## config.mk

```make
export PLATFORM = sky130hd
export DESIGN_NAME = owsg_slot_gen
export DESIGN_NICKNAME = d
export VERILOG_FILES = /design/src/rtl/owsg_pkg.sv /design/src/rtl/owsg_line_sync.sv /design/src/rtl/owsg_us_tick.sv /design/src/rtl/owsg_slot_times.sv /design/src/rtl/owsg_slot_gen.sv
export SDC_FILE = /design/constraint.sdc
export NUM_CORES = 1
export LEC_CHECK = 0
export ABC_AREA = 0
export ABC_CLOCK_PERIOD_IN_PS = 3350
export BUFFER_PORTS_ARGS = -buffer_cell sky130_fd_sc_hd__buf_2
export CORE_AREA = 2 2 59 61
export CTS_BUF_LIST = sky130_fd_sc_hd__clkbuf_16
export CTS_CLUSTER_DIAMETER = 200
export DETAILED_ROUTE_END_ITERATION = 12
export DIE_AREA = 0 0 61 63
export HOLD_SLACK_MARGIN = 0.08
export PLACE_DENSITY = 0.65
export SLEW_MARGIN = 25
export SYNTH_ARGS = -nofsm -noshare
export SYNTH_HDL_FRONTEND = slang
export SYNTH_SLANG_ARGS = --single-unit
```

## constraint.sdc

```tcl
create_clock -name clk -period 3.35 [get_ports clk]
set_input_delay 0.1675 -clock clk [delete_from_list [all_inputs] [get_ports clk]]
set_output_delay 0.1675 -clock clk [all_outputs]
set_load 0.1 [all_outputs]
```

## src/rtl/owsg_pkg.sv

```systemverilog
package owsg_pkg;

    typedef enum logic [1:0] {
        CMD_RESET = 2'd0,
        CMD_WR0   = 2'd1,
        CMD_WR1   = 2'd2,
        CMD_READ  = 2'd3
    } slot_cmd_e;

    typedef enum logic [1:0] {
        PH_IDLE = 2'd0,
        PH_LOW  = 2'd1,
        PH_WAIT = 2'd2,
        PH_TAIL = 2'd3
    } slot_phase_e;

endpackage

```

## src/rtl/owsg_line_sync.sv

```systemverilog
module owsg_line_sync #(
    parameter logic RST_LEVEL = 1'b1
) (
    input  logic clk,
    input  logic rst_n,
    input  logic line_i,
    output logic line_o
);

    typedef struct packed {
        logic s1;
        logic s2;
    } sync_t;

    sync_t d, q;

    always_comb begin
        d.s1 = line_i;
        d.s2 = q.s1;
    end

    always_ff @(posedge clk or negedge rst_n) begin
        if (!rst_n) begin
            q <= '{s1: RST_LEVEL, s2: RST_LEVEL};
        end else begin
            q <= d;
        end
    end

    assign line_o = q.s2;

endmodule

```

## src/rtl/owsg_us_tick.sv

```systemverilog
module owsg_us_tick #(
    parameter int TPU = 8
) (
    input  logic clk,
    input  logic rst_n,
    input  logic clr_i,
    output logic tick_o
);

    localparam int PW = (TPU > 1) ? $clog2(TPU) : 1;
    localparam logic [PW-1:0] LAST = PW'(TPU - 1);

    logic [PW-1:0] cnt_d, cnt_q;

    always_comb begin
        if (clr_i || cnt_q == LAST) begin
            cnt_d = '0;
        end else begin
            cnt_d = cnt_q + PW'(1);
        end
    end

    always_ff @(posedge clk or negedge rst_n) begin
        if (!rst_n) begin
            cnt_q <= '0;
        end else begin
            cnt_q <= cnt_d;
        end
    end

    assign tick_o = !clr_i && (cnt_q == LAST);

    generate
        if (TPU > 1) begin : g_spacing
            AST_TICK_SPACED: assert property (@(posedge clk) disable iff (!rst_n)
                tick_o |=> !tick_o);
        end
    endgenerate

endmodule

```

## src/rtl/owsg_slot_times.sv

```systemverilog
module owsg_slot_times
    import owsg_pkg::*;
#(
    parameter int CNT_W        = 11,
    parameter int WR1_LOW_US   = 6,
    parameter int WR1_REL_US   = 64,
    parameter int WR0_LOW_US   = 60,
    parameter int WR0_REL_US   = 10,
    parameter int RD_LOW_US    = 6,
    parameter int RD_SAMP_US   = 9,
    parameter int RD_TAIL_US   = 55,
    parameter int RST_LOW_US   = 500,
    parameter int RST_SAMP_US  = 70,
    parameter int RST_RECOV_US = 1000
) (
    input  slot_cmd_e        cmd_i,
    output logic [CNT_W-1:0] low_us_o,
    output logic [CNT_W-1:0] wait_us_o,
    output logic [CNT_W-1:0] tail_us_o,
    output logic             sample_o
);

    always_comb begin
        unique case (cmd_i)
            CMD_RESET: begin
                low_us_o  = CNT_W'(RST_LOW_US);
                wait_us_o = CNT_W'(RST_SAMP_US);
                tail_us_o = CNT_W'(RST_RECOV_US);
                sample_o  = 1'b1;
            end
            CMD_WR0: begin
                low_us_o  = CNT_W'(WR0_LOW_US);
                wait_us_o = CNT_W'(WR0_REL_US);
                tail_us_o = '0;
                sample_o  = 1'b0;
            end
            CMD_WR1: begin
                low_us_o  = CNT_W'(WR1_LOW_US);
                wait_us_o = CNT_W'(WR1_REL_US);
                tail_us_o = '0;
                sample_o  = 1'b0;
            end
            default: begin
                low_us_o  = CNT_W'(RD_LOW_US);
                wait_us_o = CNT_W'(RD_SAMP_US);
                tail_us_o = CNT_W'(RD_TAIL_US);
                sample_o  = 1'b1;
            end
        endcase
    end

endmodule

```

## src/rtl/owsg_slot_gen.sv

```systemverilog
module owsg_slot_gen
    import owsg_pkg::*;
#(
    parameter int CLK_PER_US   = 8,
    parameter int DLY_MULT     = 1,
    parameter int RST_RECOV_US = 1000
) (
    input  logic       clk,
    input  logic       rst_n,
    input  logic       start_i,
    input  logic [1:0] cmd_i,
    input  logic       line_i,
    output logic       pull_low_o,
    output logic       busy_o,
    output logic       done_o,
    output logic       result_o
);

    localparam int TPU    = CLK_PER_US * DLY_MULT;
    localparam int MAX_US = (RST_RECOV_US > 500) ? RST_RECOV_US : 500;
    localparam int CNT_W  = $clog2(MAX_US + 1);

    typedef struct packed {
        slot_phase_e      ph;
        slot_cmd_e        cmd;
        logic [CNT_W-1:0] cnt;
        logic             pull;
        logic             busy;
        logic             done;
        logic             res;
    } st_t;

    st_t d, q;

    logic             line_s;
    logic             tick;
    logic [CNT_W-1:0] low_us, wait_us, tail_us;
    logic             samp_en;

    owsg_line_sync #(.RST_LEVEL(1'b1)) u_sync (
        .clk    (clk),
        .rst_n  (rst_n),
        .line_i (line_i),
        .line_o (line_s)
    );

    owsg_us_tick #(.TPU(TPU)) u_tick (
        .clk    (clk),
        .rst_n  (rst_n),
        .clr_i  (!q.busy),
        .tick_o (tick)
    );

    owsg_slot_times #(
        .CNT_W        (CNT_W),
        .RST_RECOV_US (RST_RECOV_US)
    ) u_times (
        .cmd_i     (q.cmd),
        .low_us_o  (low_us),
        .wait_us_o (wait_us),
        .tail_us_o (tail_us),
        .sample_o  (samp_en)
    );

    always_comb begin
        d      = q;
        d.done = 1'b0;
        unique case (q.ph)
            PH_IDLE: begin
                if (start_i) begin
                    d.ph   = PH_LOW;
                    d.cmd  = slot_cmd_e'(cmd_i);
                    d.cnt  = '0;
                    d.pull = 1'b1;
                    d.busy = 1'b1;
                end
            end
            PH_LOW: begin
                if (tick) begin
                    if (q.cnt == low_us - CNT_W'(1)) begin
                        d.ph   = PH_WAIT;
                        d.cnt  = '0;
                        d.pull = 1'b0;
                    end else begin
                        d.cnt = q.cnt + CNT_W'(1);
                    end
                end
            end
            PH_WAIT: begin
                if (tick) begin
                    if (q.cnt == wait_us - CNT_W'(1)) begin
                        d.cnt = '0;
                        d.res = samp_en ? line_s : 1'b0;
                        if (tail_us == '0) begin
                            d.ph   = PH_IDLE;
                            d.busy = 1'b0;
                            d.done = 1'b1;
                        end else begin
                            d.ph = PH_TAIL;
                        end
                    end else begin
                        d.cnt = q.cnt + CNT_W'(1);
                    end
                end
            end
            default: begin
                if (tick) begin
                    if (q.cnt == tail_us - CNT_W'(1)) begin
                        d.ph   = PH_IDLE;
                        d.cnt  = '0;
                        d.busy = 1'b0;
                        d.done = 1'b1;
                    end else begin
                        d.cnt = q.cnt + CNT_W'(1);
                    end
                end
            end
        endcase
    end

    always_ff @(posedge clk or negedge rst_n) begin
        if (!rst_n) begin
            q <= '{ph: PH_IDLE, cmd: CMD_RESET, cnt: '0, pull: 1'b0,
                   busy: 1'b0, done: 1'b0, res: 1'b0};
        end else begin
            q <= d;
        end
    end

    assign pull_low_o = q.pull;
    assign busy_o     = q.busy;
    assign done_o     = q.done;
    assign result_o   = q.res;

    AST_IDLE_RELEASED: assert property (@(posedge clk) disable iff (!rst_n)
        !busy_o |-> !pull_low_o);
    AST_NO_PULL_AFTER_RELEASE: assert property (@(posedge clk) disable iff (!rst_n)
        (q.ph == PH_WAIT || q.ph == PH_TAIL) |-> !pull_low_o);
    AST_SLOT_OPENS_LOW: assert property (@(posedge clk) disable iff (!rst_n)
        $rose(busy_o) |-> pull_low_o);
    AST_BUSY_START_IGNORED: assert property (@(posedge clk) disable iff (!rst_n)
        (busy_o && start_i && !done_o) |=> (q.cmd == $past(q.cmd)) && (busy_o || done_o));
    AST_DONE_SINGLE: assert property (@(posedge clk) disable iff (!rst_n)
        done_o |=> !done_o);
    AST_DONE_ENDS_BUSY: assert property (@(posedge clk) disable iff (!rst_n)
        $fell(busy_o) |-> done_o);

endmodule

```

==> summary.txt, run 1 <==
status - complete, no violations
EDFF count, synth - 0
num rows - 21
Worst-Skew Late Latency - 0.26 ns
critical path type - reg -> reg
Hold Path Depth - 3
GRT Util Overall - 19.2%
Crit path buffers/inverters - 1
Worst setup SP type - register
Max Cap Viol - 0
DIE HEIGHT - 63 um
Synth Flop Type - dfrtp_1
syn avg cell area - 9.47 um2
top cell type's share of synthesized area - 34.5%
max frequency - 335 MHz
Design Power - 778 uW
GPL Wtd Cong - 0.856
Static Leak - 0.000759 uW
RSZ-0062 raised after global routing - false
vias in the first global route - 1246
Mapped Cells - 161
setup TNS - 0 ns
CP Capture Type - register
cts hold-fix bufs - 2
complex-gate fraction of the synthesized area - 17.8%
Core ar. - 3230 um2
Die Area - 3840 um2
nets - 186
Ys Warns - 0
crit path cell chain - inv_1 > ha_1 > or3_1 > a2111o_1 > or4_4 > a31oi_4 > nor2_4 > mux2_2
Detail Route met3 WL - 158 um
H-tree depth - 1
Mapped Nets - 177
Starting Density - 47.2%
crit path time final - 2.99 ns
Fin. Hold Viols - 0
Top-Level Pins - 10
DR top layer - met4
largest family of logic cells by synthesized area - simple AND/OR/NAND/NOR gates
CTS root buf - clkbuf_16
Worst EP arrival - 3.13 ns
P per Cell Area - 460 nW/um2
ant diodes - 0
Routed met2 length - 1460 um
Clock Path Buffers - 2
CP top delay family - simple AND/OR/NAND/NOR gates
xor-xnor portion of the synthesized cell area - 6.15%
most frequent cells after synthesis - dfrtp_1 (21), nand2_1 (13), o21ai_0 (12), ha_1 (10), nor2_1 (10)
share of cells above drive strength 1 - 12.4%
count of pins over their slew limit - 0
TritonRoute pass-1 iters - 4
drt wl/cell - 14.6 um
adder-cell share of the synthesized area - 8.20%
final wirelength - 3140 um
# resized after CTS - 0
multiplexer area fraction after synthesis - 0.738%
TritonCTS clock tree - built
GRT overflow - 0
slew margin rel. - 56.8%
maximum fanout along the worst path - 10
clock-pin slew on the worst setup and hold paths - 0.06 ns
Num CTS Buffers - 3
worst-case reg-to-reg path depth - 8
initial drt markers - 52
area grow syn2layout - 10.9%
Layout Skew - 0.00846 ns
synthesized flop and latch total - 23
WP data required - 3.49 ns
Worst path max stage delay - 0.51 ns
period utilization - 89.2%
post-DP HPWL - 2390 um
worst hold path class - in -> reg
DRT antenna net count - 0
via count - 1226
die width - 61 um
Seq/Total Area, Yosys - 37.9%
Worst Tran Pin Value - 0.648 ns
simple-gate share of the synthesized area - 25.9%
# setup viols final - 0
Levels on crit path - 8
CTS sink cnt - 23
ys async rst share - 100%
initial antenna violation count - 0
port bufs - 9
dominant cell type by area after synthesis - dfrtp_1
Syn Std Cell Area - 1530 um2
Max VDD drop - 0.000202 V
largest net degree at the start of global routing - 24
DRC violations left - 0
Synth cell types - 47
CP max stage cell - or4_4
final core occ - 52.3%
DRT met1 WL - 1470 um
first-pass GRT wire length - 5690 um
post-CTS setup buffers - 0
DR vias/cell - 5.70
most common cell in the netlist - dfrtp_1
Synth area leaders - dfrtp_1 (34%), ha_1 (8.2%), a22o_1 (4.6%)
-- cells in the final DEF (no fill, tap or decap), types with 2 or more instances in the layout --
cell,synthesis,layout
buf_2,0,9
a22o_1,8,8
xor2_1,5,5
clkbuf_16,0,3
nand3b_1,2,2
dfstp_2,2,2
and3_1,5,5
nor2b_1,6,6
dfrtp_1,21,21
nor4_1,4,4
ha_1,10,10
nor3b_1,2,2
and3b_1,2,2
inv_1,4,5
dlygate4sd3_1,0,2
nand4_1,2,2
or3_1,3,3
nand2_1,13,13
a21oi_1,6,6
a22oi_1,2,2
nand3_1,8,8
nor2_1,10,10
nor3_1,2,2
xnor2_1,3,3
o21ai_0,12,12
-- final cells by class --
cell class,count,area (um2)
well taps,46,57.6
flip-flops and latches,23,578
fillers,306,1540
multi-input cells,127,897
repair buffers,11,65.1
clock inverters,1,3.75
inverters,4,15.0
clock buffers,3,75.1
-- power by group --
group	leakage [uW]	switching, uW	internal (uW)
Clock	0.0000423	98.8	159
Sequential	0.000290	40.2	308
Combinational	0.000426	91.4	80.2
Total	0.000759	230	548
-- routing by layer --
layer	vias up	GRT usage [%]
met3	7	4.97
met2	35	29.4
met1	581	26.6
met5	-	0
li1	603	-
met4	0	4.89
-- flip-flops by register name, indices dropped and copies added (netlist names) --
| register | count |
|---|---|
| result_o | 1 |
| done_o | 1 |
| q | 14 |
| u_sync.line_o | 1 |
| busy_o | 1 |
| u_sync.d | 1 |
| pull_low_o | 1 |
| u_tick.cnt_q | 3 |
-- per-stage QoR --
stage               worst slack [ns]  hold WS [ns]  instance area, um2  std cells
floorplan                      0.592        -0.128                1530        161
global placement               0.488         0.160                1590        209
detailed placement             0.396         0.174                1590        209
CTS                            0.379         0.111                1690        215
global route                   0.241         0.133                1690        215
finish                         0.362         0.109                1690        215
-- worst min-delay path, stage by stage --
cell	delay [ns]
buf_2	0.07
nand2_1	0.03
o21ai_0	0.06
-- cell families after synthesis --
family / count (synthesis)
AOI/OAI and AO/OA: 38
muxes: 1
DFF: 23
and+or+nand+nor: 69
xor gates and xnor gates: 9
adders and majority gates: 10
buffers and inverters: 11
-- worst paths after layout --
check,endpoint,from,slack (ns)
worst max-delay path,q[4],q[14],0.36
worst min-delay path,q[14],cmd_i[0],0.11
worst max register to register,q[4],q[14],0.36
worst min register to register,u_sync.line_o,u_sync.d[0],0.36
max in group asynchronous,u_sync.d[0],rst_n,2.56
min in group asynchronous,q[9],rst_n,0.41
Power figures use the tool's default switching activity.
==> run 2: changes to the inputs <==
Settings changed: CORE_AREA 2 2 59 61 to 2 2 74 76, DIE_AREA 0 0 61 63 to 0 0 76 78, PLACE_DENSITY 0.65 to 0.66, SYNTH_HIERARCHICAL from default to 1.
==> run 2 against run 1 <==
Count of clock-buffer cells in the layout stayed put. Flip-flop and latch count stayed put. Largest power group unchanged. Sequential power down 20%. Highest routed layer unchanged.
==> summary.txt, run 2 <==
vias in the first global route - 1829
simple-gate share of the synthesized area - 22.8%
synthesized flop and latch total - 23
Worst Tran Pin Value - 0.816 ns
port bufs - 9
status - complete, no violations
finished layout cell area - 2630 um2
clock-pin slew on the worst setup and hold paths - 0.07 ns
worst hold path class - in -> reg
leading registers by flop count - q: 14 flops, u_tick/cnt_q: 3 flops
multiplexer area fraction after synthesis - 2.09%
most common cell after layout, fill and taps aside - nor2_1
max reg flops - 14
via count - 2045
Worst EP arrival - 3.32 ns
complex-gate fraction of the synthesized area - 21.9%
CTS root buf - clkbuf_16
Ys Warns - 6
Synth cell types - 68
share of cells above drive strength 1 - 15.7%
Core ar. - 5040 um2
Synth area leaders - dfrtp_1 (21%), xnor2_1 (7.0%), buf_4 (6.9%)
most common cell in the netlist - buf_4
num rows - 26
register name with the most flops - q
WP data required - 3.48 ns
largest net degree at the start of global routing - 33
count of pins over their slew limit - 0
final wirelength - 5020 um
drt wl/cell - 13.6 um
GPL Wtd Cong - 0.821
initial drt markers - 78
worst reg2reg startpoint - q[14]
hold_sp - cmd_i[1]
slew margin rel. - 45.4%
Cells after DPL - 363
hold_ws - 0.149 ns
Worst Hold Path EP - q[15]
post-CTS setup buffers - 0
Seq/Total Area, Yosys - 23.0%
Static Leak - 0.00110 uW
Top-Level Pins - 10
Max VDD drop - 0.000401 V
first-pass GRT wire length - 8580 um
most frequent cells after synthesis - buf_4 (23), nor2_1 (22), dfrtp_1 (21), nand2_1 (20), xnor2_1 (20)
Mapped Cells - 304
GRT overflow - 0
DIE HEIGHT - 78 um
adder-cell share of the synthesized area - 4.98%
Placed Area - 2520 um2
Critical Path Source - q[14]
syn avg cell area - 8.27 um2
DRC violations left - 0
Non-Filler Instances - 369
EDFF count, synth - 0
Synth Flop Type - dfrtp_1
initial antenna violation count - 0
DR vias/cell - 5.54
top cell type's share of synthesized area - 20.9%
area grow syn2layout - 4.58%
Worst-Skew Late Latency - 0.26 ns
period utilization - 95.2%
nets - 316
most frequent cells in the layout - nor2_1 (22), dfrtp_1 (21), xnor2_1 (20), nand2_1 (20), inv_1 (19)
Hold Path Depth - 2
Worst setup SP type - register
Clock Path Buffers - 2
ant diodes - 0
critical path type - reg -> reg
CTS sink cnt - 23
dominant cell type by area after synthesis - dfrtp_1
ys async rst share - 100%
Layout Skew - 0.00786 ns
TritonRoute pass-1 iters - 4
xor-xnor portion of the synthesized cell area - 12.5%
die width - 76 um
TritonCTS clock tree - built
P per Cell Area - 221 nW/um2
# setup viols final - 0
DRT antenna net count - 0
RSZ-0062 raised after global routing - true
H-tree depth - 1
GRT Util Overall - 17.5%
crit path time final - 3.19 ns
Fin. Hold Viols - 0
Starting Density - 49.9%
post-DP HPWL - 3840 um
CP Capture Type - register
Crit Reg-Reg Endpoint - q[11]
Max Cap Viol - 0
flop-to-flop setup slack - 0.16 ns
Num CTS Buffers - 3
Die Area - 5930 um2
maximum fanout along the worst path - 8
Fill cells - 464
max frequency - 314 MHz
largest family of logic cells by synthesized area - simple AND/OR/NAND/NOR gates
Syn Std Cell Area - 2510 um2
worst-case reg-to-reg path depth - 10
==> run 2: how the worst max path moves through the flow <==
stage	endpoint	slack [ns]	cells after the start
floorplan	q[11]	0.22	10
global placement	q[6]	0.21	14
detailed placement	q[11]	0.18	10
CTS	q[11]	0.17	10
global route	q[11]	-0.00008	10
finish	q[11]	0.16	10
==> run 2: per-stage QoR <==
| step | TNS, ns | power [uW] | setup slack [ns] | util, % |
|---|---|---|---|---|
| CTS | 0 | 585 | 0.175 | 51.9 |
| detailed placement | 0 | 319 | 0.175 | 49.9 |
| floorplan | 0 | 314 | 0.221 | - |
| global route | -0.0000784 | 604 | -0.0000784 | 52.1 |
| finish | 0 | 580 | 0.161 | 52.1 |
| global placement | 0 | 319 | 0.210 | 49.9 |
==> run 2: report_power, final <==
part	switching, uW	internal [uW]	total, uW
combinational	22.9	13.7	36.6
sequential	0.387	280	280
clock	102	162	263
==> run 2: critical path: stages (launching register included) <==
cell       delay (ns)
dfrtp_1          0.39
inv_1            0.08
ha_1             0.24
o21ba_2          0.23
or4_4            0.54
a211o_1          0.24
a211o_1          0.32
a2111oi_4        0.41
a22oi_4          0.17
a221oi_1         0.32
o22ai_1          0.13
==> run 2: layout make-up <==
type	count	area (um2)	share of cell area [%]
flip-flops and latches	23	578	22.0
clock inverters	1	7.51	0.286
inverters	19	71.3	2.71
multi-input cells	232	1660	63.0
clock buffers	3	75.1	2.86
repair buffers	21	153	5.81
well taps	70	87.6	3.33
==> run 2: timing repair <==
item,CTS,global route
hold buffers,2,0
setup endpoints to repair,0,9
gates resized for setup,0,2
endpoints found under the hold margin,22,0
==> run 2: kinds of logic after synthesis <==
logic type	Yosys count
compound gates	67
xor+xnor	36
fa+ha+maj	10
buf+inv	55
flops	23
mux	5
other cells	2
simple gates	106
==> run 2: layer usage <==
layer | vias up | share of wire, % | global-route usage (%)
met5 | - | 0 | 0
met4 | 0 | 0.28 | 2.91
met3 | 2 | 4.0 | 1.63
met2 | 39 | 47 | 30.7
met1 | 951 | 48 | 23.8
li1 | 1053 | - | -
==> run 3: changes to the inputs <==
Settings changed: CORE_AREA 2 2 74 76 to 2 2 71 73, DIE_AREA 0 0 76 78 to 0 0 73 75, HOLD_SLACK_MARGIN 0.08 to default, PLACE_DENSITY 0.66 to 0.71.
==> run 3 against run 2 <==
Flip-flop and latch count unchanged. Worst hold slack got worse by 0.14 ns. Final cell count decreased by 3.5%. Highest routed layer unchanged. Combinational power decreased by 4%. Register-to-register slack improved by 0.02 ns.
==> summary.txt, run 3 (synthesized netlist as in run 2, its figures left out) <==
Worst setup SP type - register
initial antenna violation count - 0
TritonRoute pass-1 iters - 4
drt wl/cell - 14.8 um
clock-pin slew on the worst setup and hold paths - 0.06 ns
maximum fanout along the worst path - 8
worst reg2reg startpoint - q[15]
TritonCTS clock tree - built
DRC violations left - 0
crit path cell chain - inv_1 > ha_1 > o21ba_2 > or4_4 > a211o_1 > a211o_1 > a2111oi_4 > a22oi_4 > a221oi_2 > mux2i_1
Max Cap Viol - 0
Fin. Hold Viols - 0
H-tree depth - 1
WP data required - 3.47 ns
GRT overflow - 0
GPL Wtd Cong - 0.866
P_sw - 123 uW
initial drt markers - 99
Top-Level Pins - 10
final wirelength - 5250 um
Crit Reg-Reg Endpoint - q[10]
Worst Tran Pin Value - 0.750 ns
sw frac - 21.3%
Static Leak - 0.00111 uW
Worst Hold Path EP - u_sync/d[0]
DIE HEIGHT - 75 um
Clock Path Buffers - 2
post-DP HPWL - 4040 um
max frequency - 315 MHz
Routed met2 length - 2650 um
share of cells above drive strength 1 - 16.9%
GRT Util Overall - 20.7%
Placed Area - 2530 um2
period utilization - 94.6%
Layout Skew - 0.00389 ns
register name with the most flops - q
DRT met1 WL - 2320 um
hold_ws - 0.00722 ns
Internal Power - 454 uW
Fill cells - 405
via count - 2081
P per Cell Area - 220 nW/um2
RSZ-0062 raised after global routing - false
ant diodes - 0
most frequent cells in the layout - nor2_1 (22), dfrtp_1 (21), xnor2_1 (20), nand2_1 (20), inv_1 (19)
vias in the first global route - 1939
count of pins over their slew limit - 0
most used cell, CP - a211o_1
num rows - 25
leading registers by flop count - q: 14 flops, u_tick/cnt_q: 3 flops
Critical Path Source - q[15]
Design Power - 578 uW
hold_sp - line_i
min setup slack post-route - 0.180 ns
setup TNS - 0 ns
Sequential Power Share - 48.5%
pre-CTS WS - 0.113 ns
CP Capture Type - register
most common cell after layout, fill and taps aside - nor2_1
Worst path max stage delay - 0.54 ns
flop-to-flop setup slack - 0.18 ns
first-pass GRT wire length - 9010 um
slew margin rel. - 49.8%
Die Area - 5480 um2
finished layout cell area - 2630 um2
Core ar. - 4660 um2
CTS root buf - clkbuf_16
die width - 73 um
crit path time final - 3.17 ns
# setup viols final - 0
DRT antenna net count - 0
DR vias/cell - 5.85
CP max stage cell - or4_4
worst hold path class - in -> reg
worst-case reg-to-reg path depth - 10
Worst-Skew Late Latency - 0.26 ns
Num CTS Buffers - 3
DR top layer - met4
Clock power frac - 45.4%
Worst EP arrival - 3.29 ns
status - complete, no violations
CTS sink cnt - 23
port bufs - 9
area grow syn2layout - 4.58%
nets - 319
max reg flops - 14
combinational power share - 6.1%
Starting Density - 53.9%
Detail Route met3 WL - 208 um
critical path type - reg -> reg
Hold Path Depth - 1
Max VDD drop - 0.000386 V
largest net degree at the start of global routing - 24
run 3: cell types whose count changed in the layout (fill, tap and decap cells not counted):
cell | previous run | this run
buf_4 | 9 | 13
dlygate4sd3_1 | 2 | 1
run 3: stage by stage:
| stage | instances | util, % |
|---|---|---|
| 2_1_floorplan | 310 | - |
| 3_3_place_gp | 351 | 54.2 |
| 3_5_place_dp | 351 | 54.2 |
| 4_1_cts | 356 | 56.2 |
| 5_1_grt | 356 | 56.4 |
| 6_report | 356 | 56.4 |
run 3: worst max path at each step:
stage                 end  slack, ns  cells past startpoint
detailed placement  q[10]       0.11                     10
CTS                 q[10]       0.11                     10
global route        q[11]       0.02                     10
global placement    q[11]       0.26                     10
floorplan           q[11]       0.22                     10
finish              q[10]       0.18                     10
run 3: critical path: cells and delay by family, from the launching register on:
family,cells,cell delay [ns]
multiplexers,1,0.12
AO/OA/AOI/OAI,6,1.69
flip-flops,1,0.39
AND/OR/NAND/NOR,1,0.54
buffers and inverters,1,0.08
adder cells (fa/ha/maj),1,0.20
run 3: layout make-up:
class	instances	area [um2]	area share [%]
multi-input combinational	232	1660	63.0
sequential	23	578	22.0
timing repair buffer	24	173	6.57
clock buffer	3	75.1	2.86
inverter	19	71.3	2.71
tap	54	67.6	2.57
clock inverter	1	7.51	0.286
run 3: power groups by stage:
stage / combinational [uW] / sequential, uW / clock (uW)
5_1_grt: 41.3 / 280 / 284
3_5_place_dp: 33.5 / 285 / 0
6_report: 35.3 / 280 / 262
3_3_place_gp: 33.3 / 285 / 0
2_1_floorplan: 29.0 / 285 / 0
4_1_cts: 34.5 / 280 / 268
run 3: per-layer routing:
layer  vias up  GRT usage [%]
li1       1054              -
met4         0           5.14
met2        48           37.7
met5         -              0
met3         8           2.14
met1       971           26.4
run 3: timing repair:
item | 4_1_cts | 5_1_grt
setup buffers | 0 | 0
resized for setup | 0 | 2
endpoints found under the hold margin | 21 | 0
hold buffers | 1 | 0
setup endpoints to repair | 0 | 2
